## config.mk

```make
export PLATFORM = sky130hd
export DESIGN_NAME = wp_combiner
export DESIGN_NICKNAME = d
export VERILOG_FILES = /design/src/rtl/wp_pkg.sv /design/src/rtl/wp_andor_stage.sv /design/src/rtl/wp_pend_table.sv /design/src/rtl/wp_retire_report.sv /design/src/rtl/wp_combiner.sv
export SDC_FILE = /design/constraint.sdc
export NUM_CORES = 1
export LEC_CHECK = 0
export BUFFER_PORTS_ARGS = -buffer_cell sky130_fd_sc_hd__buf_2
export CELL_PAD_IN_SITES_DETAIL_PLACEMENT = 0
export CELL_PAD_IN_SITES_GLOBAL_PLACEMENT = 1
export CORE_MARGIN = 2
export CORE_UTILIZATION = 38
export CTS_CLUSTER_DIAMETER = 60
export DETAILED_ROUTE_END_ITERATION = 12
export PLACE_DENSITY_LB_ADDON = 0.1
export SYNTH_ARGS = -nofsm -noshare
export SYNTH_HDL_FRONTEND = slang
export SYNTH_HIERARCHICAL = 1
export SYNTH_SLANG_ARGS = --single-unit
```

## constraint.sdc

```tcl
create_clock -name clk -period 2.4 [get_ports clk]
set_input_delay 0.36 -clock clk [delete_from_list [all_inputs] [get_ports clk]]
set_output_delay 0.36 -clock clk [all_outputs]
set_load 0.02 [all_outputs]
```

## src/rtl/wp_pkg.sv

```systemverilog
package wp_pkg;
  localparam int N_ICMP = 4;
  localparam int N_LCMP = 4;
  localparam int N_IWP  = 4;
  localparam int N_LWP  = 2;
  localparam int S1_OUT = N_IWP + 1;
  localparam int S2_IN  = N_IWP + N_LCMP;
  localparam int S2_OUT = N_LWP + 1;
  localparam int N_BRK  = 2;
  localparam int N_PIN  = 5;
endpackage

```

## src/rtl/wp_andor_stage.sv

```systemverilog
module wp_andor_stage #(
  parameter int NIN   = 4,
  parameter int NOUT  = 5,
  parameter int NTERM = 2
) (
  input  logic [NIN*NTERM*NOUT-1:0] sel,
  input  logic [NIN-1:0]            hit,
  output logic [NOUT-1:0]           fire
);
  localparam int NTOT = NOUT * NTERM;

  logic [NTOT-1:0] term;

  for (genvar o = 0; o < NOUT; o++) begin : g_out
    for (genvar t = 0; t < NTERM; t++) begin : g_term
      logic [NIN-1:0] tsel;
      assign tsel = sel[(o*NTERM+t)*NIN +: NIN];
      // An empty select disables the term.
      assign term[o*NTERM+t] = (|tsel) && ((hit & tsel) == tsel);
    end
    assign fire[o] = |term[o*NTERM +: NTERM];
  end
endmodule

```

## src/rtl/wp_pend_table.sv

```systemverilog
module wp_pend_table
  import wp_pkg::*;
#(
  parameter int TAG_W = 3
) (
  input  logic             clk,
  input  logic             rst_n,
  input  logic             fetch_vld,
  input  logic [TAG_W-1:0] fetch_tag,
  input  logic [N_IWP-1:0] fetch_iwp,
  input  logic             fetch_ibrk,
  input  logic             ls_vld,
  input  logic [TAG_W-1:0] ls_tag,
  input  logic [N_LCMP-1:0] ls_hit,
  input  logic             ret_vld,
  input  logic [TAG_W-1:0] ret_tag,
  input  logic             flush_vld,
  input  logic [TAG_W-1:0] flush_tag,
  output logic             rd_vld,
  output logic [N_IWP-1:0] rd_iwp,
  output logic             rd_ibrk,
  output logic [N_LCMP-1:0] rd_lsh
);
  localparam int DEPTH = 1 << TAG_W;

  logic [DEPTH-1:0]  vld_q, vld_d;
  logic [DEPTH-1:0]  ibrk_q, ibrk_d;
  logic [N_IWP-1:0]  iwp_q [DEPTH];
  logic [N_IWP-1:0]  iwp_d [DEPTH];
  logic [N_LCMP-1:0] lsh_q [DEPTH];
  logic [N_LCMP-1:0] lsh_d [DEPTH];
  logic [TAG_W-1:0]  head_q, head_d;
  logic              upd_en;

  function automatic logic [TAG_W-1:0] age_of(input logic [TAG_W-1:0] tag,
                                               input logic [TAG_W-1:0] head);
    return tag - head;
  endfunction

  assign upd_en = fetch_vld | ls_vld | ret_vld | flush_vld;

  // Next state: retire and flush clear, then fetch writes, then hits accumulate.
  always_comb begin
    vld_d  = vld_q;
    ibrk_d = ibrk_q;
    iwp_d  = iwp_q;
    lsh_d  = lsh_q;
    head_d = head_q;
    if (flush_vld) begin
      for (int i = 0; i < DEPTH; i++) begin
        if (age_of(TAG_W'(i), head_q) > age_of(flush_tag, head_q)) begin
          vld_d[i] = 1'b0;
        end
      end
    end
    if (ret_vld) begin
      vld_d[ret_tag] = 1'b0;
      head_d         = ret_tag + TAG_W'(1);
    end
    if (fetch_vld) begin
      vld_d[fetch_tag]  = 1'b1;
      ibrk_d[fetch_tag] = fetch_ibrk;
      iwp_d[fetch_tag]  = fetch_iwp;
      lsh_d[fetch_tag]  = '0;
    end
    if (ls_vld) begin
      lsh_d[ls_tag] = lsh_d[ls_tag] | ls_hit;
    end
  end

  always_ff @(posedge clk or negedge rst_n) begin
    if (!rst_n) begin
      vld_q  <= '0;
      ibrk_q <= '0;
      head_q <= '0;
      for (int i = 0; i < DEPTH; i++) begin
        iwp_q[i] <= '0;
        lsh_q[i] <= '0;
      end
    end else if (upd_en) begin
      vld_q  <= vld_d;
      ibrk_q <= ibrk_d;
      head_q <= head_d;
      iwp_q  <= iwp_d;
      lsh_q  <= lsh_d;
    end
  end

  // Read port at retirement, with bypass of a same-cycle access.
  assign rd_vld  = vld_q[ret_tag];
  assign rd_iwp  = iwp_q[ret_tag];
  assign rd_ibrk = ibrk_q[ret_tag];
  assign rd_lsh  = lsh_q[ret_tag] |
                   ((ls_vld && (ls_tag == ret_tag)) ? ls_hit : '0);

  a_r4_retire_consumes: assert property (@(posedge clk) disable iff (!rst_n)
    (ret_vld && !(fetch_vld && (fetch_tag == ret_tag))) |=> !vld_q[$past(ret_tag)]);

  a_r5_ls_sticky: assert property (@(posedge clk) disable iff (!rst_n)
    (ls_vld && !(fetch_vld && (fetch_tag == ls_tag))) |=>
      ((lsh_q[$past(ls_tag)] & $past(ls_hit)) == $past(ls_hit)));
endmodule

```

## src/rtl/wp_retire_report.sv

```systemverilog
module wp_retire_report
  import wp_pkg::*;
(
  input  logic              clk,
  input  logic              rst_n,
  input  logic              ret_vld,
  input  logic              rd_vld,
  input  logic [N_IWP-1:0]  rd_iwp,
  input  logic              rd_ibrk,
  input  logic [S2_OUT-1:0] s2_fire,
  input  logic [N_BRK-1:0]  trap_en,
  input  logic [N_BRK-1:0]  brk_nomask,
  input  logic              core_unmasked,
  output logic [N_IWP-1:0]  iwp_evt,
  output logic [N_LWP-1:0]  lwp_evt,
  output logic              ibrk,
  output logic              lbrk
);
  logic              fire;
  logic [N_BRK-1:0]  brk_ok;
  logic [N_IWP-1:0]  iwp_d;
  logic [N_LWP-1:0]  lwp_d;
  logic              ibrk_d, lbrk_d;

  for (genvar k = 0; k < N_BRK; k++) begin : g_gate
    assign brk_ok[k] = trap_en[k] & (brk_nomask[k] | core_unmasked);
  end

  always_comb begin
    fire   = ret_vld & rd_vld;
    iwp_d  = fire ? rd_iwp : '0;
    lwp_d  = fire ? s2_fire[N_LWP-1:0] : '0;
    ibrk_d = fire & rd_ibrk & brk_ok[0];
    lbrk_d = fire & s2_fire[N_LWP] & brk_ok[1];
  end

  always_ff @(posedge clk or negedge rst_n) begin
    if (!rst_n) begin
      iwp_evt <= '0;
      lwp_evt <= '0;
      ibrk    <= 1'b0;
      lbrk    <= 1'b0;
    end else begin
      iwp_evt <= iwp_d;
      lwp_evt <= lwp_d;
      ibrk    <= ibrk_d;
      lbrk    <= lbrk_d;
    end
  end
endmodule

```

## src/rtl/wp_combiner.sv

```systemverilog
module wp_combiner
  import wp_pkg::*;
#(
  parameter int TAG_W = 3,
  parameter int NTERM = 2
) (
  input  logic                          clk,
  input  logic                          rst_n,
  input  logic [N_ICMP*NTERM*S1_OUT-1:0] s1_sel,
  input  logic [S2_IN*NTERM*S2_OUT-1:0]  s2_sel,
  input  logic [N_BRK-1:0]              trap_en,
  input  logic [N_BRK-1:0]              brk_nomask,
  input  logic                          core_unmasked,
  input  logic                          fetch_vld,
  input  logic [TAG_W-1:0]              fetch_tag,
  input  logic [N_ICMP-1:0]             icmp_hit,
  input  logic                          ls_vld,
  input  logic [TAG_W-1:0]              ls_tag,
  input  logic [N_LCMP-1:0]             lcmp_hit,
  input  logic                          ret_vld,
  input  logic [TAG_W-1:0]              ret_tag,
  input  logic                          flush_vld,
  input  logic [TAG_W-1:0]              flush_tag,
  output logic [N_IWP-1:0]              iwp_evt,
  output logic [N_LWP-1:0]              lwp_evt,
  output logic                          ibrk,
  output logic                          lbrk,
  output logic [N_PIN-1:0]              wp_pin
);
  logic [S1_OUT-1:0] s1_fire;
  logic [S2_OUT-1:0] s2_fire;
  logic              rd_vld, rd_ibrk;
  logic [N_IWP-1:0]  rd_iwp;
  logic [N_LCMP-1:0] rd_lsh;

  wp_andor_stage #(.NIN(N_ICMP), .NOUT(S1_OUT), .NTERM(NTERM)) u_stage1 (
    .sel (s1_sel),
    .hit (icmp_hit),
    .fire(s1_fire)
  );

  wp_pend_table #(.TAG_W(TAG_W)) u_table (
    .clk       (clk),
    .rst_n     (rst_n),
    .fetch_vld (fetch_vld),
    .fetch_tag (fetch_tag),
    .fetch_iwp (s1_fire[N_IWP-1:0]),
    .fetch_ibrk(s1_fire[N_IWP]),
    .ls_vld    (ls_vld),
    .ls_tag    (ls_tag),
    .ls_hit    (lcmp_hit),
    .ret_vld   (ret_vld),
    .ret_tag   (ret_tag),
    .flush_vld (flush_vld),
    .flush_tag (flush_tag),
    .rd_vld    (rd_vld),
    .rd_iwp    (rd_iwp),
    .rd_ibrk   (rd_ibrk),
    .rd_lsh    (rd_lsh)
  );

  wp_andor_stage #(.NIN(S2_IN), .NOUT(S2_OUT), .NTERM(NTERM)) u_stage2 (
    .sel (s2_sel),
    .hit ({rd_lsh, rd_iwp}),
    .fire(s2_fire)
  );

  wp_retire_report u_report (
    .clk          (clk),
    .rst_n        (rst_n),
    .ret_vld      (ret_vld),
    .rd_vld       (rd_vld),
    .rd_iwp       (rd_iwp),
    .rd_ibrk      (rd_ibrk),
    .s2_fire      (s2_fire),
    .trap_en      (trap_en),
    .brk_nomask   (brk_nomask),
    .core_unmasked(core_unmasked),
    .iwp_evt      (iwp_evt),
    .lwp_evt      (lwp_evt),
    .ibrk         (ibrk),
    .lbrk         (lbrk)
  );

  assign wp_pin = {lwp_evt, iwp_evt[2:0]};

  a_r4_quiet_without_retire: assert property (@(posedge clk) disable iff (!rst_n)
    !ret_vld |=> ((iwp_evt == '0) && (lwp_evt == '0) && !ibrk && !lbrk));

  a_r7_ibrk_needs_trap: assert property (@(posedge clk) disable iff (!rst_n)
    (ret_vld && !trap_en[0]) |=> !ibrk);

  a_r7_lbrk_needs_trap: assert property (@(posedge clk) disable iff (!rst_n)
    (ret_vld && !trap_en[1]) |=> !lbrk);

  a_r8_ibrk_masked: assert property (@(posedge clk) disable iff (!rst_n)
    (ret_vld && !brk_nomask[0] && !core_unmasked) |=> !ibrk);

  a_r8_lbrk_masked: assert property (@(posedge clk) disable iff (!rst_n)
    (ret_vld && !brk_nomask[1] && !core_unmasked) |=> !lbrk);
endmodule

```

==> out/metrics.cfg, run 1 <==
[outcome]
status=completed

[synthesis]
yosys_warnings=6
synthFlopType=dfrtp_1
syn_area_mm2=0.00574
synth_top_area_frac=0.396
synth_common_cells=nand2_1, dfrtp_1, a22o_1, a22oi_1, nor2_1
yosysSeqAreaShare=0.396
ys_async_sr_fraction=1.00
synth_nets=703
yosysMostFrequentCell=nand2_1
synth_largest_area_cell=dfrtp_1
synth_edf_count=0
synth-seq-cells=91
synth_cell_types=58
synth_area_per_cell_um2=10.1
synthCells=570
synth_area_leaders=dfrtp_1, mux4_2, nand2_1

[worst_setup_path]
r2r_slack_ps=8
r2r_end=u_table/vld_q[1]
arrival_ps=2620
critPathRequiredTime_ps=2630
ff2ff_path_depth=10
reg2reg_from=u_table/head_q[0]
cp-start-kind=flip-flop
cp-end-kind=flip-flop
cp_max_fo=4
critPathKind=reg -> reg

[die]
die_height_um=127
die_x_um=127
dieArea_mm2=0.0161
io-pin-count=132
start_util=0.392
rows=44
core-area_mm2=0.0146

[grt]
first_global_vias=5294
antenna_found_initial=1
grt_usage=0.223
grt_max_degree=92
grt_pass1_wl_um=28400
overflow=0

[routing]
route.vias.total=5330
drcViolationCount=0
routedWlPerCell_um=19.4
highest_layer=met5
wirelength_um=17600
drt-pass1-iter-count=5
routed_via_density=5.86
wl_met2_um=8320
drt.antenna.violating_nets=0
wl_met3_um=1160
wl_met1_um=7940
drt_iter0_drc=345

[sta]
tns_ps=0
fin_crit_sh=0.996
rsz0062_at_grt=true
clock.fmax_ghz=0.418
maxSlewHeadroom=0.507
skew_ps=11.9
final_max_slew_viol_count=0
hold-worst-slack_ps=43.8
fin_ws_ps=8.45
final-setup-viol-count=0
min_period_ps=2390
hold_viol=0
worst_slew_pin_slew_ps=734

[clock_tree]
cts_buffer_depth=2
clock-sinks=91
hold_buffers=0
clk_latency_ps=350
cts_max_level=3
clockRootBuffer=clkbuf_16
cts_tree=done
numCtsBuffers=9
path_clk_slew_ps=70

[pwr]
vdd_drop_max_mv=0.402
p_per_area_mw_per_mm2=717
p_total_mw=5.18
leakage_nw=3.39

[place]
post_dp_cell_area_mm2=0.00683
place_inst=893
place_ws_ps=-200
routabilityCongestion=0.896
dp_hpwl_um=13100
port_buffers=131

[worst_hold_path]
hold_class=in -> async

[finish]
drive_above_1_share=0.372
area_growth_pct=25.6
nets=854
final_cells=909
fin_util=0.493
fin_area_mm2=0.00722
diodes=0

[flow_run]
maxCapViolations=0

==> worst max-delay path by stage <==
stage,cells after the start,slack (ps),start,endpoint
2_1_floorplan,9,-30,ret_tag[0],u_report/lwp_evt[0]
3_3_place_gp,13,-160,flush_tag[0],u_table/vld_q[6]
3_5_place_dp,13,-200,flush_tag[0],u_table/vld_q[6]
4_1_cts,9,20,u_table/head_q[0],u_table/vld_q[4]
5_1_grt,10,-80,u_table/head_q[0],u_table/vld_q[0]
6_report,10,8,u_table/head_q[0],u_table/vld_q[1]
==> per-layer routing <==
metal | global-route usage | vias up
li1 | - | 2465
met1 | 0.307 | 2628
met2 | 0.362 | 218
met3 | 0.0489 | 17
met4 | 0.0472 | 2
met5 | 0 | -
==> cell usage in the layout, fill, tap and decap left out, types with 7 or more instances in the layout <==
cell | Yosys | final
mux2_2 | 21 | 21
buf_4 | 8 | 40
nand2b_1 | 7 | 7
nor2_1 | 23 | 23
nand4b_1 | 7 | 7
clkbuf_16 | 0 | 9
a221o_1 | 8 | 8
dfrtp_1 | 91 | 91
buf_2 | 7 | 130
a221oi_1 | 16 | 14
a22oi_1 | 28 | 28
ha_1 | 13 | 9
nand4_1 | 11 | 11
nor4_1 | 15 | 15
inv_1 | 21 | 18
mux4_2 | 20 | 20
nand2_1 | 98 | 97
a21oi_1 | 16 | 16
a22o_1 | 28 | 28
nor2b_1 | 21 | 20
==> report_power, final <==
group / leakage, nW / internal, mW / switching [mW] / total [mW]
registers: 1.14 / 1.85 / 0.221 / 2.07
clock network: 0.128 / 0.803 / 0.615 / 1.42
logic: 2.12 / 0.854 / 0.832 / 1.69
==> sequential cells by signal, summed over array words and instances, names as in the netlist <==
register	flops
u_table/ibrk_q	8
u_report/iwp_evt	4
u_table/iwp_q	32
u_table/lsh_q	32
u_table/head_q	3
u_report/lbrk	1
u_report/ibrk	1
u_report/lwp_evt	2
u_table/vld_q	8
==> logic make-up (layout without fill, tap and decap cells) <==
group           Yosys count  after routing  synth area share
compound gates          136            136             0.186
xor+xnor                 10             10            0.0152
fa+ha+maj                14             14            0.0318
buf+inv                  59            214            0.0466
flops                    91             91             0.396
mux                      43             43             0.124
simple gates            217            217             0.200
==> area by class of cell <==
| class | count | area, um2 |
|---|---|---|
| Clock buffer | 11 | 233 |
| Fill cell | 1367 | 7430 |
| Sequential cell | 91 | 2280 |
| Timing Repair Buffer | 173 | 1010 |
| Multi-Input combinational cell | 420 | 3310 |
| Tap cell | 184 | 230 |
| Clock inverter | 4 | 52.6 |
| Inverter | 26 | 100 |
==> timing repair <==
item / in CTS / in global routing
buffers inserted: 0 / 1
pin swaps: 0 / 9
setup endpoints to repair: 5 / 8
gates resized for setup: 2 / 23
==> worst max-delay path, stage by stage, from the launching register on <==
cell and delay, ps:
dfrtp_1 370, ha_2 200, inv_2 40, fa_2 420, xnor2_4 160, xnor2_1 120
buf_4 180, ha_1 310, a31oi_1 130, o21ai_1 110, a31o_2 240
Note: power is estimated with default switching activity, not from simulation.
==> run 2, diff against run 1 <==
--- a/config.mk
+++ b/config.mk
@@ -18,2 +18,3 @@
 export SYNTH_HIERARCHICAL = 1
 export SYNTH_SLANG_ARGS = --single-unit
+export TNS_END_PERCENT = 20
==> constraint.sdc (replaced) <==
create_clock -name clk -period 2.4 [get_ports clk]
set_input_delay 0.24 -clock clk [delete_from_list [all_inputs] [get_ports clk]]
set_output_delay 0.24 -clock clk [all_outputs]
set_load 0.02 [all_outputs]
==> out/metrics.cfg, run 2 (synthesized netlist as in run 1, its figures left out) <==
[grt]
grt_pass1_wl_um=28100
grt_usage=0.223
antenna_found_initial=0
first_global_vias=5223
grt_max_degree=92
overflow=0

[finish]
diodes=0
nets=856
largestRegisters=u_table/iwp_q (32), u_table/lsh_q (32)
fin_util=0.496
area_growth_pct=26.4
drive_above_1_share=0.368
mostFrequentLayoutCell=buf_2
final_cell_mix=buf_2, nand2_1, dfrtp_1, buf_4
fin_area_mm2=0.00726

[worst_setup_path]
critPathKind=reg -> reg
cp_max_fo=3
r2r_slack_ps=50
cp-start-kind=flip-flop
cp-end-kind=flip-flop
arrival_ps=2590
crit_end=u_table/vld_q[1]
ff2ff_path_depth=10
setup.worst_path.start=u_table/head_q[0]
critPathRequiredTime_ps=2650
reg2reg_from=u_table/head_q[0]
r2r_end=u_table/vld_q[1]

[routing]
drcViolationCount=0
wl_met3_um=1030
drt.antenna.violating_nets=0
wl_met1_um=8220
drt-pass1-iter-count=5
routedWlPerCell_um=19.5
drt_iter0_drc=277
wirelength_um=17800
routed_via_density=5.81
highest_layer=met4
route.vias.total=5301
wl_met2_um=8290

[sta]
fin_ws_ps=54.2
maxSlewHeadroom=0.510
hold_viol=0
worst_slew_pin_slew_ps=729
min_period_ps=2350
final_max_slew_viol_count=0
skew_ps=8.06
hold-worst-slack_ps=121
rsz0062_at_grt=true
fin_crit_sh=0.977
final-setup-viol-count=0
clock.fmax_ghz=0.426

[flow_run]
maxCapViolations=0

[clock_tree]
clockRootBuffer=clkbuf_16
cts_buffer_depth=2
numCtsBuffers=9
path_clk_slew_ps=70
clock-sinks=91
cts_tree=done
clk_latency_ps=350
cts_max_level=3

[pwr]
leakage_nw=3.42
p_total_mw=5.22
vdd_drop_max_mv=0.363
p_per_area_mw_per_mm2=720

[place]
routabilityCongestion=0.909
port_buffers=131
dp_hpwl_um=13100
place_ws_ps=-74.6
post_dp_cell_area_mm2=0.00682

[die]
die_height_um=127
dieArea_mm2=0.0161
io-pin-count=132
core-area_mm2=0.0146
rows=44
start_util=0.392
die_x_um=127

[worst_hold_path]
hold_class=in -> reg

[outcome]
status=completed

## run 2: layer usage
| metal | GRT usage | vias to the layer above |
|---|---|---|
| met3 | 0.0464 | 22 |
| met5 | 0 | - |
| li1 | - | 2470 |
| met1 | 0.311 | 2625 |
| met2 | 0.359 | 184 |
| met4 | 0.0511 | 0 |
## run 2: what timing repair did
item / CTS / global route
buffers inserted: 0 / 1
hold buffers: 1 / 0
gates resized for setup: 2 / 17
hold endpoints to repair: 91 / 0
pin swaps: 0 / 5
setup endpoints to repair: 3 / 9
## run 2: where the power goes
part           switching [mW]  internal (mW)
logic                   0.816          0.862
registers               0.222           1.85
clock network           0.650          0.822
## run 2: final cells by class
cell class                      instances  area [um2]
Fill cell                            1382        7380
Tap cell                              184         230
Multi-Input combinational cell        420        3320
Clock buffer                            9         225
Clock inverter                          7        81.3
Timing Repair Buffer                  175        1030
Inverter                               26        97.6
Sequential cell                        91        2280
## run 2: through the flow
step	instances	setup TNS [ps]
after global placement	894	-149
after detailed placement	894	-272
after CTS	911	-24.6
final	912	0
after floorplan	570	-180
after global routing	912	-17.3
## run 2: worst min-delay path by stage
stage	from	endpoint	slack [ps]	depth (start not counted)
after CTS	brk_nomask[0]	u_report/ibrk	110	3
after detailed placement	rst_n	u_table/head_q[0]	330	2
after floorplan	rst_n	u_report/ibrk	-60	0
final	brk_nomask[0]	u_report/ibrk	120	3
after global placement	rst_n	u_table/head_q[1]	330	2
after global routing	trap_en[0]	u_report/ibrk	130	3
## run 2: worst max-delay path: stages (launching register included)
cell and delay (ps):
dfrtp_1 390, ha_4 150, inv_2 30, fa_2 370, xnor2_4 170, xnor2_2 170, buf_4 180, ha_1 300
a31oi_1 130, o21ai_1 100, a31o_2 240
==> run 3, diff against run 2 <==
Settings changed: CELL_PAD_IN_SITES_DETAIL_PLACEMENT 0 to 1, CELL_PAD_IN_SITES_GLOBAL_PLACEMENT 1 to 2, CORE_UTILIZATION 38 to 31, REMOVE_ABC_BUFFERS set to 1.
==> out/metrics.cfg, run 3 (synthesized netlist as in run 1, its figures left out) <==
[outcome]
status=finished, violations left
violations=DRC

[sta]
min_period_ps=2380
clock.fmax_ghz=0.421
hold_viol=0
final-setup-viol-count=0
worst_slew_pin_slew_ps=764
fin_crit_sh=0.991
maxSlewHeadroom=0.489
hold-worst-slack_ps=108
final_max_slew_viol_count=0
rsz0062_at_grt=true
skew_ps=8.92

[worst_setup_path]
slowest_delay_ps=510
cp-end-kind=flip-flop
cp_cell_sequence=ha_2, inv_2, fa_2, inv_1, ha_4, nor2b_2, o21ai_0, a221oi_1, o21ai_1
cp-start-kind=flip-flop
ff2ff_path_depth=9
critPathKind=reg -> reg
crit_path_top_delay_cell=fa_2
cp_max_fo=5
arrival_ps=2580
critPathRequiredTime_ps=2600

[die]
die_height_um=140
dieArea_mm2=0.0196
rows=49
start_util=0.318
io-pin-count=132
core-area_mm2=0.0181
die_x_um=140

[pwr]
p_total_mw=5.18
leakage_nw=3.44
vdd_drop_max_mv=0.359
p_per_area_mw_per_mm2=707

[finish]
fin_area_mm2=0.00733
drive_above_1_share=0.376
area_growth_pct=27.5
diodes=0
largestRegisters=u_table/iwp_q (32), u_table/lsh_q (32)
nets=864
final_cell_mix=buf_2, nand2_1, dfrtp_1, buf_4
final_cells=965
mostFrequentLayoutCell=buf_2
fin_util=0.405

[grt]
antenna_found_initial=0
grt_max_degree=53
overflow=0
grt_pass1_wl_um=32500
grt_usage=0.212
first_global_vias=5825

[routing]
wirelength_um=20500
drt_iter0_drc=253
drt.antenna.violating_nets=0
route.vias.total=5340
routed_via_density=5.53
drcViolationCount=15
routedWlPerCell_um=21.2
drt-pass1-iter-count=9

[place]
place_inst=946
dp_hpwl_um=15400
post_dp_cell_area_mm2=0.00694
routabilityCongestion=0.898
port_buffers=131

[clock_tree]
cts_tree=done
numCtsBuffers=9
clk_latency_ps=350
clockRootBuffer=clkbuf_16
path_clk_slew_ps=70
cts_buffer_depth=2
cts_max_level=3
clock-sinks=91

[worst_hold_path]
hold_class=in -> reg
holdPathStages=3

[flow_run]
maxCapViolations=0

run 3: critical path, delay by kind of cell (launching register included):
family                   cells  cell delay (ps)
AO/OA/AOI/OAI                3              490
flip-flops                   1              360
buffers and inverters        2              140
AND/OR/NAND/NOR              1              180
adder cells (fa/ha/maj)      3             1050
run 3: routing by layer:
layer  track usage  vias up  part of all wire  routed length, um
met5             0        -                 0                  0
met4        0.0393        0            0.0068                140
met3        0.0397        9             0.048                986
met2         0.347      127              0.47               9710
met1         0.298     2724              0.47               9630
li1              -     2480                 -                  -
run 3: layout make-up:
class / instances / area [um2]
Tap cell: 229 / 287
Multi-Input combinational cell: 420 / 3280
Sequential cell: 91 / 2280
Clock inverter: 6 / 47.5
Inverter: 26 / 100
Clock buffer: 10 / 229
Timing Repair Buffer: 183 / 1100
Fill cell: 2060 / 10800
run 3: worst paths after layout:
kind / startpoint / to / slack, ps
min in group asynchronous: rst_n / u_table/head_q[1] / 460
min reg2reg: u_table/iwp_q[31] / u_table/iwp_q[31] / 480
max in group asynchronous: rst_n / u_table/lsh_q[15] / 1240
min: brk_nomask[1] / u_report/lbrk / 110
max: u_table/head_q[0] / u_table/vld_q[4] / 20
max reg2reg: u_table/head_q[0] / u_table/vld_q[4] / 20
run 3: per-stage QoR:
step                      TNS [ps]  setup slack (ps)
after CTS                        0              8.64
final                            0              22.3
after detailed placement      -532              -122
after global routing          -211             -81.8
after floorplan               -885              -193
after global placement       -75.4             -34.8
run 3: power by group:
group | total [mW] | internal, mW | switching, mW | leakage (nW)
clock network | 1.37 | 0.714 | 0.656 | 0.134
registers | 2.07 | 1.85 | 0.221 | 1.14
logic | 1.74 | 0.881 | 0.856 | 2.16
total | 5.18 | 3.45 | 1.73 | 3.44
run 3: what timing repair did:
action                                  CTS  global route
hold endpoints to repair                 51             0
hold buffers                              1             0
endpoints found under the setup margin    5             8
pin swaps                                 1             6
gates cloned                              0             0
setup buffers                             1             1
resized for setup                         8            13
